[config.mk]
export PLATFORM = sky130hd
export DESIGN_NAME = dense_serial_layer
export DESIGN_NICKNAME = d
export VERILOG_FILES = /design/src/rtl/dense_pkg.sv /design/src/rtl/dense_mac_bank.sv /design/src/rtl/dense_out_buf.sv /design/src/rtl/dense_serial_layer.sv
export SDC_FILE = /design/constraint.sdc
export NUM_CORES = 2
export LEC_CHECK = 0
export BUFFER_PORTS_ARGS = -buffer_cell sky130_fd_sc_hd__buf_2
export CAP_MARGIN = 10
export CORE_MARGIN = 1
export CORE_UTILIZATION = 53
export DETAILED_ROUTE_END_ITERATION = 10
export PLACE_DENSITY_LB_ADDON = 0.15
export SETUP_SLACK_MARGIN = 0.15
export SLEW_MARGIN = 20
export SYNTH_ARGS = -nofsm -noshare
export SYNTH_HDL_FRONTEND = slang
export SYNTH_SLANG_ARGS = --single-unit
[constraint.sdc]
create_clock -name clk -period 12.63 [get_ports clk]
set_input_delay 0.6315 -clock clk [delete_from_list [all_inputs] [get_ports clk]]
set_output_delay 0.6315 -clock clk [all_outputs]
set_load 0.01 [all_outputs]
[src/rtl/dense_pkg.sv]
package dense_pkg;

    // Raw 18-bit weight linking input i to output j (Q.FRAC)
    function automatic int weight_raw(input int i, input int j);
        return (((i * 5 + j * 3) % 17) - 8) * 32;
    endfunction

    // Raw 18-bit bias of output j (Q.FRAC)
    function automatic int bias_raw(input int j);
        return (((j * 11) % 9) - 4) * 64;
    endfunction

    typedef enum logic [1:0] {
        MAC_TAKE,
        MAC_HOLD,
        MAC_HANDOFF
    } mac_state_t;

    typedef enum logic {
        OB_EMPTY,
        OB_SEND
    } ob_state_t;

endpackage

[src/rtl/dense_mac_bank.sv]
module dense_mac_bank
    import dense_pkg::*;
#(
    parameter int N_IN  = 4,
    parameter int N_OUT = 6,
    parameter int REUSE = 2,
    parameter int DW    = 18,
    parameter int FRAC  = 8,
    parameter int AW    = 42
) (
    input  logic                 clk,
    input  logic                 rst,
    input  logic                 in_valid,
    input  logic [DW-1:0]        in_data,
    output logic                 in_ack,
    input  logic                 buf_free,
    output logic                 load_pulse,
    output logic signed [AW-1:0] acc_q [N_OUT]
);

    localparam int NMUL = (N_OUT + REUSE - 1) / REUSE;
    localparam int EW   = (N_IN > 1) ? $clog2(N_IN) : 1;
    localparam int PW   = (REUSE > 1) ? $clog2(REUSE) : 1;

    mac_state_t st_q, st_nx;

    logic [EW-1:0]        elem_q;
    logic [PW-1:0]        phase_q;
    logic signed [DW-1:0] held_q;
    logic signed [DW-1:0] x_op;
    logic [PW-1:0]        ph_op;
    logic                 mac_en;
    logic                 last_elem;
    logic                 last_phase;
    logic signed [2*DW-1:0] prod [NMUL];

    assign last_elem  = (elem_q == EW'(N_IN - 1));
    assign last_phase = (phase_q == PW'(REUSE - 1));

    // State register
    always_ff @(posedge clk) begin
        if (rst) st_q <= MAC_TAKE;
        else     st_q <= st_nx;
    end

    // Next state and outputs
    always_comb begin
        st_nx      = st_q;
        in_ack     = 1'b0;
        mac_en     = 1'b0;
        load_pulse = 1'b0;
        x_op       = held_q;
        ph_op      = phase_q;
        unique case (st_q)
            MAC_TAKE: begin
                in_ack = 1'b1;
                x_op   = $signed(in_data);
                ph_op  = '0;
                mac_en = in_valid;
                if (in_valid) begin
                    if (REUSE > 1)      st_nx = MAC_HOLD;
                    else if (last_elem) st_nx = MAC_HANDOFF;
                end
            end
            MAC_HOLD: begin
                mac_en = 1'b1;
                if (last_phase) st_nx = last_elem ? MAC_HANDOFF : MAC_TAKE;
            end
            MAC_HANDOFF: begin
                load_pulse = buf_free;
                if (buf_free) st_nx = MAC_TAKE;
            end
            default: st_nx = MAC_TAKE;
        endcase
    end

    // Element and phase counters, held operand
    always_ff @(posedge clk) begin
        if (rst) begin
            elem_q  <= '0;
            phase_q <= '0;
            held_q  <= '0;
        end else begin
            unique case (st_q)
                MAC_TAKE: begin
                    if (in_valid) begin
                        held_q <= $signed(in_data);
                        if (REUSE > 1) phase_q <= PW'(1);
                        else           elem_q  <= last_elem ? '0 : elem_q + 1'b1;
                    end
                end
                MAC_HOLD: begin
                    if (last_phase) begin
                        phase_q <= '0;
                        elem_q  <= last_elem ? '0 : elem_q + 1'b1;
                    end else begin
                        phase_q <= phase_q + 1'b1;
                    end
                end
                default: ;
            endcase
        end
    end

    // Multiplier slice m serves output p*NMUL+m in phase p
    for (genvar m = 0; m < NMUL; m++) begin : g_mul
        logic signed [DW-1:0] w_sel;
        always_comb begin
            w_sel = '0;
            for (int p = 0; p < REUSE; p++) begin
                for (int i = 0; i < N_IN; i++) begin
                    if ((p * NMUL + m) < N_OUT && ph_op == PW'(p) && elem_q == EW'(i))
                        w_sel = DW'(weight_raw(i, p * NMUL + m));
                end
            end
            prod[m] = x_op * w_sel;
        end
    end

    // Accumulator bank
    always_ff @(posedge clk) begin
        if (rst || load_pulse) begin
            for (int j = 0; j < N_OUT; j++)
                acc_q[j] <= AW'(bias_raw(j)) <<< FRAC;
        end else if (mac_en) begin
            for (int j = 0; j < N_OUT; j++)
                if (ph_op == PW'(j / NMUL))
                    acc_q[j] <= acc_q[j] + AW'(prod[j % NMUL]);
        end
    end

endmodule

[src/rtl/dense_out_buf.sv]
module dense_out_buf
    import dense_pkg::*;
#(
    parameter int N_OUT = 6,
    parameter int DW    = 18,
    parameter int FRAC  = 8,
    parameter int AW    = 42
) (
    input  logic                 clk,
    input  logic                 rst,
    input  logic                 load,
    input  logic signed [AW-1:0] acc_i [N_OUT],
    output logic                 buf_free,
    output logic                 out_valid,
    output logic [DW-1:0]        out_data,
    input  logic                 out_ack
);

    localparam int IW = (N_OUT > 1) ? $clog2(N_OUT) : 1;
    localparam logic signed [AW-1:0] RND_ADD = AW'(1) <<< (FRAC - 1);
    localparam logic signed [AW-1:0] SAT_HI  = AW'((1 <<< (DW - 1)) - 1);
    localparam logic signed [AW-1:0] SAT_LO  = AW'(-(1 <<< (DW - 1)));

    ob_state_t st_q, st_nx;

    logic [DW-1:0] obuf_q [N_OUT];
    logic [IW-1:0] idx_q;
    logic          last_idx;
    logic          xfer;

    function automatic logic [DW-1:0] round_sat(input logic signed [AW-1:0] a);
        logic signed [AW-1:0] r;
        r = (a + RND_ADD) >>> FRAC;
        if (r > SAT_HI)      r = SAT_HI;
        else if (r < SAT_LO) r = SAT_LO;
        return r[DW-1:0];
    endfunction

    assign last_idx = (idx_q == IW'(N_OUT - 1));
    assign xfer     = out_valid && out_ack;

    // State register
    always_ff @(posedge clk) begin
        if (rst) st_q <= OB_EMPTY;
        else     st_q <= st_nx;
    end

    // Next state and outputs
    always_comb begin
        st_nx     = st_q;
        buf_free  = 1'b0;
        out_valid = 1'b0;
        unique case (st_q)
            OB_EMPTY: begin
                buf_free = 1'b1;
                if (load) st_nx = OB_SEND;
            end
            OB_SEND: begin
                out_valid = 1'b1;
                if (out_ack && last_idx) st_nx = OB_EMPTY;
            end
            default: st_nx = OB_EMPTY;
        endcase
    end

    assign out_data = obuf_q[idx_q];

    always_ff @(posedge clk) begin
        if (rst) begin
            idx_q <= '0;
            for (int j = 0; j < N_OUT; j++) obuf_q[j] <= '0;
        end else if (load) begin
            idx_q <= '0;
            for (int j = 0; j < N_OUT; j++) obuf_q[j] <= round_sat(acc_i[j]);
        end else if (xfer) begin
            idx_q <= last_idx ? '0 : idx_q + 1'b1;
        end
    end

endmodule

[src/rtl/dense_serial_layer.sv]
module dense_serial_layer #(
    parameter int N_IN  = 4,
    parameter int N_OUT = 6,
    parameter int REUSE = 2,
    parameter int DW    = 18,
    parameter int FRAC  = 8
) (
    input  logic          clk,
    input  logic          rst,
    input  logic          in_valid,
    input  logic [DW-1:0] in_data,
    output logic          in_ack,
    output logic          out_valid,
    output logic [DW-1:0] out_data,
    input  logic          out_ack
);

    localparam int AW = 2 * DW + $clog2(N_IN + 1) + 2;

    logic                 buf_free;
    logic                 load_pulse;
    logic signed [AW-1:0] acc [N_OUT];

    dense_mac_bank #(
        .N_IN (N_IN),
        .N_OUT(N_OUT),
        .REUSE(REUSE),
        .DW   (DW),
        .FRAC (FRAC),
        .AW   (AW)
    ) u_mac (
        .clk       (clk),
        .rst       (rst),
        .in_valid  (in_valid),
        .in_data   (in_data),
        .in_ack    (in_ack),
        .buf_free  (buf_free),
        .load_pulse(load_pulse),
        .acc_q     (acc)
    );

    dense_out_buf #(
        .N_OUT(N_OUT),
        .DW   (DW),
        .FRAC (FRAC),
        .AW   (AW)
    ) u_obuf (
        .clk      (clk),
        .rst      (rst),
        .load     (load_pulse),
        .acc_i    (acc),
        .buf_free (buf_free),
        .out_valid(out_valid),
        .out_data (out_data),
        .out_ack  (out_ack)
    );

endmodule

==> results.py <==
metrics = {
    "sta": {
        "finalClockSkew_ps": 50.2,
        "rsz0062_at_grt": "false",
        "fmaxAchievable_mhz": 91.6,
        "drv_slew": 0,
        "finalCritPeriodShare_pct": 86.4,
        "period_minus_slack_ps": 10920,
        "finalSetupTns_ps": 0,
        "fin_ws_ps": 1710,
        "finalHoldViolations": 0,
        "maxSlewHeadroom_pct": 16.9,
        "finalSetupViolations": 0,
        "worst_slew_pin_slew_ps": 1210,
    },
    "clocking": {
        "insertion_delay_ps": 630,
        "cts-root-buf": "clkbuf_16",
        "tritoncts": "yes",
        "clkSinkCount": 354,
        "cts_hold_buf": 0,
        "cts.repair.resized": 0,
        "cts_max_level": 2,
        "post_cts_buffers": 0,
        "numCtsBuffers": 46,
        "clkTransAtPathRegs_ps": 70,
        "clock_path_buffers": 3,
    },
    "detailed_routing": {
        "drc": 0,
        "vias_per_cell": 5.81,
        "firstDrtPassIters": 8,
        "vias": 39500,
        "drt_wl_total_microns": 137000,
        "drt_iter0_drc": 3106,
        "post_drt_wl_per_cell_microns": 20.2,
        "ant_nets": 0,
    },
    "cells_and_area": {
        "areaGrowthSynthToFinish_pct": 6.08,
        "finish.net_count": 6601,
        "nFillCells": 8231,
        "ff_latch_area_sq_um": 8170,
        "design_area_sq_um": 50500,
        "drive_gt1_share_pct": 4.59,
        "multi_input_area_sq_um": 36400,
        "finalNonFillerCells": 6792,
    },
    "outcome": {
        "outcome": "finished clean",
    },
    "worst_setup_path": {
        "cpPeakStageDelay_ps": 720,
        "crit_start": "u_mac.elem_q[0]",
        "critPathArrivalTime_ps": 11450,
        "cp_slowest_cell": "a21oi_2",
        "critPathKind": "flop to flop",
        "critical_path.startpoint_type": "flop",
        "cp-end-kind": "flop",
        "cp_common_cell": "fa_1",
        "worstReg2RegStart": "u_mac.elem_q[0]",
        "required_ps": 13160,
        "crit_path_max_fanout": 25,
    },
    "place": {
        "dpl-instance-area_sq_um": 49000,
        "routabilityCongestion": 0.949,
        "dp_slack_ps": 1830,
        "placedCellCount": 6705,
        "io_buffers": 41,
        "hpwl_microns": 110000,
    },
    "global_route": {
        "grt_use_total_pct": 30.0,
        "antenna_found_initial": 14,
        "grt_pass1_wl_microns": 214000,
        "grt_overflow": 0,
        "grt_max_degree": 128,
        "grt_pass1_vias": 38100,
    },
    "floorplan": {
        "start_util_pct": 53.7,
        "row_count": 109,
        "io_pins": 42,
        "core-area_sq_um": 88600,
        "die_w_microns": 302,
        "dieArea_sq_um": 91100,
        "dieHeight_microns": 302,
    },
    "synth": {
        "synth_cell_type_count": 92,
        "synthFlopType": "dfxtp_1",
        "syn_inst": 5649,
        "synth_nets": 6662,
        "ys_seq_area_share_pct": 17.1,
        "synth-seq-cells": 354,
        "synth_edf_count": 108,
        "async_reset_ff_share_pct": 0,
        "avgSynthCellArea_sq_um": 8.43,
        "netlist_area_sq_um": 47600,
        "synth_warnings": 0,
    },
    "job": {
        "drv_cap": 0,
    },
    "min_path": {
        "hold_class": "input port to flop",
        "min-delay-start": "in_data[13]",
    },
}
## cell usage in the layout, fill, tap and decap left out, drive strengths merged, types with 155 or more instances in the layout
cell type and count:
a21oi 466, dfxtp 246, fa 494, ha 497
inv 641, nand2 658, nor2 472, o21ai 287
xnor2 277, xor2 155
## path summary, 6_finish.rpt
path              depth (start not counted)  slack [ps]          endpoint
setup reg to reg                         33        1710  u_mac.acc_q[122]
hold / removal                            3         300  u_mac.held_q[13]
setup / recovery                         33        1710  u_mac.acc_q[122]
hold reg to reg                           2         460  u_mac.acc_q[210]
## critical path, delay by kind of cell (launching register included)
family | cells | cell delay (ps)
AOI/OAI and AO/OA | 14 | 3810
xor gates and xnor gates | 1 | 90
adders and majority gates | 9 | 4320
buffers and inverters | 3 | 590
DFF | 1 | 400
and+or+nand+nor | 6 | 1610
## metal layers
metal  vias up  GRT usage, %  wire length, microns
met5         -             0                    13
met3       216          4.46                  9020
met2      1147          49.0                 63200
met1     19000          41.0                 60000
li1      19100             -                     -
met4         2          9.81                  4650
## cells in the mapped netlist (all sizes together), types with 76 or more instances
cell,number,area share [%]
fa,494,21
inv,640,5.0
nand2,658,5.2
o21ai,287,3.0
xnor2,277,5.1
xor2,155,2.9
nor2,472,3.7
nor3,76,0.82
nand3,132,1.4
clkbuf,170,1.3
a21o,141,2.2
edfxtp,108,6.8
ha,497,13
dfxtp,246,10
a21oi,466,4.9
## logic make-up after synthesis
logic type / synth area share (%)
AO/OA/AOI/OAI: 16.2
adder cells (fa/ha/maj): 33.8
multiplexers: 2.14
buffers and inverters: 6.61
XOR/XNOR: 7.94
flip-flops: 17.1
AND/OR/NAND/NOR: 16.1
## through the flow
| stage | util [%] | hold slack (ps) |
|---|---|---|
| 2_1_floorplan | - | 436 |
| 3_3_place_gp | 55.2 | 446 |
| 3_5_place_dp | 55.2 | 455 |
| 4_1_cts | 57.0 | 276 |
| 5_1_grt | 57.0 | 301 |
| 6_report | 57.0 | 296 |
## sequential cells by signal, summed over array words and instances (netlist names), named ones only
name / flops
u_mac.last_phase: 1
u_mac.held_q: 18
u_mac.elem_q: 2
u_obuf.idx_q: 3
u_mac.st_q: 2
u_obuf.st_q: 1
u_obuf.obuf_q: 108
u_mac.acc_q: 216
## final cells by class
| class | count | area share [%] |
|---|---|---|
| Antenna cell | 2 | 0.00991 |
| Clock buffer | 68 | 2.56 |
| Clock inverter | 17 | 0.525 |
| Inverter | 641 | 4.78 |
| Multi-Input combinational cell | 4460 | 72.0 |
| Sequential cell | 354 | 16.2 |
| Tap cell | 1165 | 2.89 |
| Timing Repair Buffer | 85 | 1.06 |
Power is left out: the tool's default activity adds up to more than one toggle a clock period on the data nets, which glitch-free logic cannot reach.
